==> config.mk <==
export PLATFORM = sky130hd
export DESIGN_NAME = fsync_tx_select
export DESIGN_NICKNAME = d
export VERILOG_FILES = /design/src/rtl/fsync_tx_pkg.sv /design/src/rtl/fsync_tx_gen.sv /design/src/rtl/fsync_tx_copy.sv /design/src/rtl/fsync_tx_padmap.sv /design/src/rtl/fsync_tx_select.sv
export SDC_FILE = /design/constraint.sdc
export NUM_CORES = 1
export LEC_CHECK = 0
export BUFFER_PORTS_ARGS = -buffer_cell sky130_fd_sc_hd__buf_2
export CELL_PAD_IN_SITES_DETAIL_PLACEMENT = 1
export CELL_PAD_IN_SITES_GLOBAL_PLACEMENT = 1
export CORE_ASPECT_RATIO = 0.75
export CORE_MARGIN = 2
export CORE_UTILIZATION = 35
export CTS_CLUSTER_SIZE = 10
export DETAILED_ROUTE_END_ITERATION = 7
export PLACE_DENSITY_LB_ADDON = 0.1
export SLEW_MARGIN = 0
export SYNTH_ARGS = -nofsm -noshare
export SYNTH_HDL_FRONTEND = slang
export SYNTH_SLANG_ARGS = --single-unit
==> constraint.sdc <==
create_clock -name clk -period 1.6 [get_ports clk]
set_input_delay 0.32 -clock clk [delete_from_list [all_inputs] [get_ports clk]]
set_output_delay 0.32 -clock clk [all_outputs]
set_load 0.02 [all_outputs]
==> src/rtl/fsync_tx_pkg.sv <==
package fsync_tx_pkg;

    typedef enum logic [1:0] {
        SRC_PAD  = 2'd0,
        SRC_GEN  = 2'd1,
        SRC_COPY = 2'd2
    } fs_src_e;

    typedef struct packed {
        logic oe;
        logic lvl;
    } pad_drive_t;

    function automatic fs_src_e pick_source(input logic drive_int, input logic gen_sel);
        if (!drive_int)   return SRC_PAD;
        else if (gen_sel) return SRC_GEN;
        else              return SRC_COPY;
    endfunction

    function automatic int unsigned wider(input int unsigned a, input int unsigned b);
        return (a > b) ? a : b;
    endfunction

endpackage

==> src/rtl/fsync_tx_gen.sv <==
module fsync_tx_gen
    import fsync_tx_pkg::*;
#(
    parameter int unsigned PER_W = 12,
    parameter int unsigned WID_W = 8
) (
    input  logic             clk,
    input  logic             rst,
    input  logic             run,
    input  logic             tick,
    input  logic [PER_W-1:0] period,
    input  logic [WID_W-1:0] width,
    output logic             pulse
);
    localparam int unsigned CNT_W = wider(PER_W, WID_W);

    logic [CNT_W-1:0] cnt;
    logic [CNT_W-1:0] per_x;
    logic [CNT_W-1:0] wid_x;
    logic             at_end;

    assign per_x  = CNT_W'(period);
    assign wid_x  = CNT_W'(width);
    assign at_end = (cnt >= per_x);

    always_ff @(posedge clk) begin
        if (rst || !run) begin
            cnt   <= '0;
            pulse <= 1'b0;
        end else if (tick) begin
            pulse <= (cnt <= wid_x);
            cnt   <= at_end ? '0 : cnt + 1'b1;
        end
    end
endmodule

==> src/rtl/fsync_tx_copy.sv <==
module fsync_tx_copy (
    input  logic clk,
    input  logic rst,
    input  logic armed,
    input  logic stb,
    output logic pulse
);
    always_ff @(posedge clk) begin
        if (rst) pulse <= 1'b0;
        else     pulse <= armed && stb;
    end
endmodule

==> src/rtl/fsync_tx_padmap.sv <==
module fsync_tx_padmap
    import fsync_tx_pkg::*;
(
    input  fs_src_e    src,
    input  logic       inv,
    input  logic       pad_lvl,
    input  logic       gen_fs,
    input  logic       copy_fs,
    output logic       fs,
    output pad_drive_t drv
);
    always_comb begin
        unique case (src)
            SRC_GEN:  fs = gen_fs;
            SRC_COPY: fs = copy_fs;
            default:  fs = pad_lvl ^ inv;
        endcase
        drv.oe  = (src != SRC_PAD);
        drv.lvl = drv.oe ? (fs ^ inv) : 1'b0;
    end
endmodule

==> src/rtl/fsync_tx_select.sv <==
module fsync_tx_select
    import fsync_tx_pkg::*;
#(
    parameter int unsigned PER_W = 12,
    parameter int unsigned WID_W = 8
) (
    input  logic             clk,
    input  logic             rst,
    input  logic             drive_int,
    input  logic             gen_sel,
    input  logic             pad_inv,
    input  logic             copy_stb,
    input  logic             gen_tick,
    input  logic [PER_W-1:0] period_cfg,
    input  logic [WID_W-1:0] width_cfg,
    input  logic             pad_in,
    output logic             fsync,
    output logic             pad_out,
    output logic             pad_oe
);
    fs_src_e    src;
    logic       gen_fs;
    logic       copy_fs;
    pad_drive_t drv;

    assign src = pick_source(drive_int, gen_sel);

    fsync_tx_gen #(.PER_W(PER_W), .WID_W(WID_W)) i_gen (
        .clk    (clk),
        .rst    (rst),
        .run    (src == SRC_GEN),
        .tick   (gen_tick),
        .period (period_cfg),
        .width  (width_cfg),
        .pulse  (gen_fs)
    );

    fsync_tx_copy i_copy (
        .clk   (clk),
        .rst   (rst),
        .armed (src == SRC_COPY),
        .stb   (copy_stb),
        .pulse (copy_fs)
    );

    fsync_tx_padmap i_pad (
        .src     (src),
        .inv     (pad_inv),
        .pad_lvl (pad_in),
        .gen_fs  (gen_fs),
        .copy_fs (copy_fs),
        .fs      (fsync),
        .drv     (drv)
    );

    assign pad_out = drv.lvl;
    assign pad_oe  = drv.oe;
endmodule

== Word-level counts from Yosys, hierarchy flattened ==
Index checks and enable logic that the tools add are counted.
Word-level totals
  register bits after elaboration: 14
  input port bits: 28
  output and inout bits: 3
  logic and storage cells: 19
Cells by class
  add/subtract/negate cells: 1
  order comparisons: 2
  equality and inequality tests: 2
  multiplexer cells: 5
  bitwise operators: 2
  reductions and logical operators: 4
Operators by type and width (number)
  adder 12 x 1 -> 12 bit, second input constant: 1
  greater-or-equal comparator 12 bit: 1
  <= comparator 12 x 8 -> 1 bit: 1
  two-way mux 12 bit: 1
  two-way mux 2 bit: 2
  == test 2 x 1 -> 1 bit, second input constant: 1
  == test 2 bit, second input constant: 1
  case mux 1 bit (2 select lines): 1
  nonzero test 2 bit: 1
  bitwise XOR 1 bit: 2
  logical AND 1 bit: 1
  zero test 1 bit: 1
  logical OR 1 bit: 1
  two-way mux 1 bit: 1

== Depth between registers and ports, before layout ==
  depth in word-level cells: 6
  depth in mapped cells: 7
  depth with buffers taken out: 7

== By module ==
From an unflattened synthesis, not the netlist that was laid out.
Second synthesis, totals
  cells, all modules: 157
  area total of the unflattened synthesis: 1288.7 sq um
Modules (own cells, without submodules)
  fsync_tx_gen: times used 1, cells each 139, area an instance 1136.1 sq um, seq. area each 260.2 sq um
  fsync_tx_padmap: times used 1, cells each 14, area an instance 107.6 sq um, seq. area each 0.0 sq um
  fsync_tx_copy: times used 1, cells each 2, area an instance 28.8 sq um, seq. area each 20.0 sq um
  fsync_tx_select: times used 1, cells each 2, area an instance 16.3 sq um, seq. area each 0.0 sq um

== Worst setup path after synthesis ==
No wires, ideal clock.
  kind: register to register
  start point: reg i_gen.cnt[0]
  end point: reg i_gen.cnt[3]
  data arrival time: 1499 ps
  slack: 22 ps
  cell stages (with the launch flop): 8
  cells stage by stage: dfxtp_1 > inv_1 > ha_1 > nor3b_2 > o21ai_1 > a31oi_2 > a21boi_4 > nor3_1
Between the ends
  word-level cells in the longest chain between the ends: 2
  elaborated cells between the ends (all ways): 3
  those cells by class: 1 x add/sub; 1 x order compare; 1 x mux
RTL lines
  start, declared: RTL line fsync_tx_gen.sv:17  | logic [CNT_W-1:0] cnt;
  start signal, assigned: RTL line fsync_tx_gen.sv:32  | cnt <= at_end ? '0 : cnt + 1'b1;
  adder 12 x 1 -> 12 bit / greater-or-equal comparator 12 bit (equally long branches): RTL line fsync_tx_gen.sv:32, fsync_tx_gen.sv:24
  two-way mux 12 bit (*): RTL line fsync_tx_gen.sv:32
Mark *: on every way between the ends. The rest lies on a longest branch, timed or not.
A chain may end at the register's enable or synchronous reset.

== Final worst setup path ==
  start point: reg i_gen.cnt[0]
  end point: reg i_gen.cnt[5]
The elaborated chain is that of the path after synthesis.

==> metrics.md <==
| Metric | Value |
|---|---|
| Status | complete, but fails checks |
| Failing checks | setup timing |
| Die height | between 50 and 60 µm |
| Crit start category | register |
| Final setup margin | -0.0296 ns |
| H-tree levels | 1 |
| Root buf cell | clkbuf_8 |
| Post-synthesis mux area share | under 10% |
| CP max FO | 9 |
| Die W | between 70 and 80 µm |
| Fin crit share | 102% |
| Post-synthesis cell type count | 33 |
| RSZ-0062 raised after global routing | true |
| Core area | around 0.0033 mm² |
| I/O Buffers | 30 |
| Multi-input logic area | slightly above 0.001 mm² |
| Area leader, netlist | dfxtp_1 |
| Post-DP HPWL | ~2700 µm |
| Pwr Density | 453 mW/mm² |
| Post-route insts no fill | 235 |
| Net Count, Synth | 197 |
| Hold Path Class | input pin to register |
| Synth Area per Inst | approximately 8.4 µm² |
| Simple logic cell fraction of the synthesized area | 27.9% |
| Initial Util | around 37% |
| # diodes | 0 |
| Fillers | 396 |
| Sink count of the clock tree | 14 |
| Initial antenna violation count | 0 |
| Drt drc | 0 |
| Final Util | between 50% and 60% |
| GRT Overall Usage | between 10% and 20% |
| Number of global-route vias before repair | between 1000 and 1500 |
| Required @ worst endpoint | roughly 1.8 ns |
| Via count | roughly 1200 |
| CTS tree | done |
| Commonest cells post-synth | ha_1, inv_1, dfxtp_1 |
| Area delta synth->final | 42.7% |
| DIE AREA | ~0.004 mm² |
| Post-synth EDFFs | 0 |
| Io pins | 31 |
| Dpl cells | between 200 and 250 |
| Final min period | 1.63 ns |
| Worst relative slew slack | approximately 66% |
| Async S/R FF share, synth | 0% |
| Fin. max-slew vios | 0 |
| DP Worst Slack | -0.216 ns |
| Largest cells by area after synthesis | dfxtp_1, ha_1, nor3_2 |
| Largest family of logic cells by synthesized area | simple AND/OR/NAND/NOR gates |
| Vias per cell | 5.09 |
| Reg area | between 200 and 300 µm² |
| Leakage | about 0.79 nW |
| Critical Path End Type | register |
| Nets@finish | between 200 and 250 |
| First-pass GRT wire length | between 5000 and 6000 µm |
| Worst path arrival time | roughly 1.8 ns |
| Crit path kind | register to register |
| Yosys top cell area share | between 20% and 30% |
| Clock skew | a little under 0.0009 ns |
| Drt pass-1 iters | 4 |
| Share of cells above drive strength 1 | a little under half |
| TNS Setup | -0.0394 ns |
| #FFs+latches synth | 14 |
| Post-synthesis sequential area ratio | 22.6% |
| Final setup viols | 2 |
| Cells after synthesis | 148 |
| PnR Total Power | about 0.80 mW |
| Adder-cell share of the synthesized area | between 20% and 30% |
| Drt total wl | approximately 3800 µm |
| Routed Antenna Nets | 0 |
| Overflow after GRT | 0 |
| FMAX | about 610 MHz |
| Worst slew pin tran | between 0.5 and 0.6 ns |
| WL/cell | ~16 µm |
| Synthesized cell area | between 0.001 and 0.0015 mm² |
| Rows | 18 |
| Clock tree buffer depth | 2 |
| Final Hold Viols | 0 |
| Ys Warns | 0 |
| Clock transition at path regs | approximately 0.06 ns |
| Placer congestion estimate | ~0.79 |
| Initial DRC Count | 14 |
| Worst-Skew Late Latency | ~0.25 ns |
| Area share of xor/xnor cells in the synthesized design | 7.78% |
| TritonCTS Buffers | 3 |
| Pin count of the biggest net entering global routing | 12 |
| Most used DFF post-synth | dfxtp_1 |
| Synth Area in Compound Gates | a little under an eighth |
| Peak supply drop | between 0.2 and 0.3 mV |
| Max_cap viols | 0 |
[area by class of cell]
type | instances | share of cell area, %
clock buffers | 3 | 2.34
inverters | 21 | 4.46
well taps | 40 | 2.83
multi-input cells | 110 | 57.7
flip-flops and latches | 14 | 16.0
repair buffers | 47 | 16.6
[critical path, stage by stage, from the launching register on]
cell	delay (ns)
dfxtp_2	0.32
inv_2	0.08
ha_4	0.20
nor3b_4	0.18
o21ai_2	0.09
a31oi_4	0.24
a21boi_4	0.09
buf_12	0.16
nor3_2	0.17
[power by group]
group / internal [mW] / switching (mW) / leakage [nW]
Sequential: 0.351 / 0.00109 / 0.114
Combinational: 0.0721 / 0.0829 / 0.658
Clock: 0.167 / 0.127 / 0.0216
Total: 0.590 / 0.211 / 0.793
[kinds of logic after synthesis]
family / after synthesis
simple gates: 54
buf+inv: 24
compound gates: 22
fa+ha+maj: 21
xor+xnor: 11
flops: 14
mux: 2
[metrics by stage]
step	hold WS (ns)	cell area [µm²]
3_3_place_gp	0.477	1560
5_1_grt	0.249	1770
3_5_place_dp	0.474	1560
2_1_floorplan	0.396	1240
4_1_cts	0.243	1660
6_report	0.251	1770
[sequential cells by signal, indices dropped and copies added, names as in the netlist]
| signal | flops |
|---|---|
| i_gen.cnt | 12 |
| i_copy.pulse | 1 |
| i_gen.pulse | 1 |
[timing repair]
| action | in CTS | in global routing |
|---|---|---|
| hold buffers | 0 | 0 |
| cloned | 0 | 0 |
| setup endpoints to repair | 13 | 13 |
| hold endpoints to repair | 0 | 0 |
| gates resized for setup | 15 | 21 |
| pin swaps | 7 | 9 |
| buffers inserted | 1 | 0 |
[per-layer routing]
| layer | global-route usage, % | part of all wire [%] | up-vias |
|---|---|---|---|
| li1 | - | - | 602 |
| met4 | 5.29 | 1.2 | 0 |
| met2 | 33.5 | 54 | 19 |
| met1 | 21.3 | 43 | 569 |
| met3 | 4.38 | 2.6 | 5 |
| met5 | 0 | 0 | - |
[placed cells by master, fill, tap and decap left out, drive strengths merged, types with 2 or more instances in the layout]
master	netlist	final
mux2i	2	2
nand2b	2	2
inv	21	21
buf	1	47
xor2	3	3
xnor2	8	8
nor2b	2	2
nand2	11	11
nand3	4	4
nand4	5	5
ha	21	21
dfxtp	14	14
a21oi	11	11
o21ai	6	6
clkbuf	2	3
nor3	13	13
nor2	9	9
[path summary, 6_finish.rpt]
| path | start | to | slack, ns | cells after the start |
|---|---|---|---|---|
| max | i_gen.cnt[0] | i_gen.cnt[5] | -0.03 | 8 |
| min | rst | i_copy.pulse | 0.25 | 2 |
| max reg2reg | i_gen.cnt[0] | i_gen.cnt[5] | -0.03 | 8 |
| min reg2reg | i_gen.pulse | i_gen.pulse | 0.48 | 2 |
(Power assumes the default switching activity.)
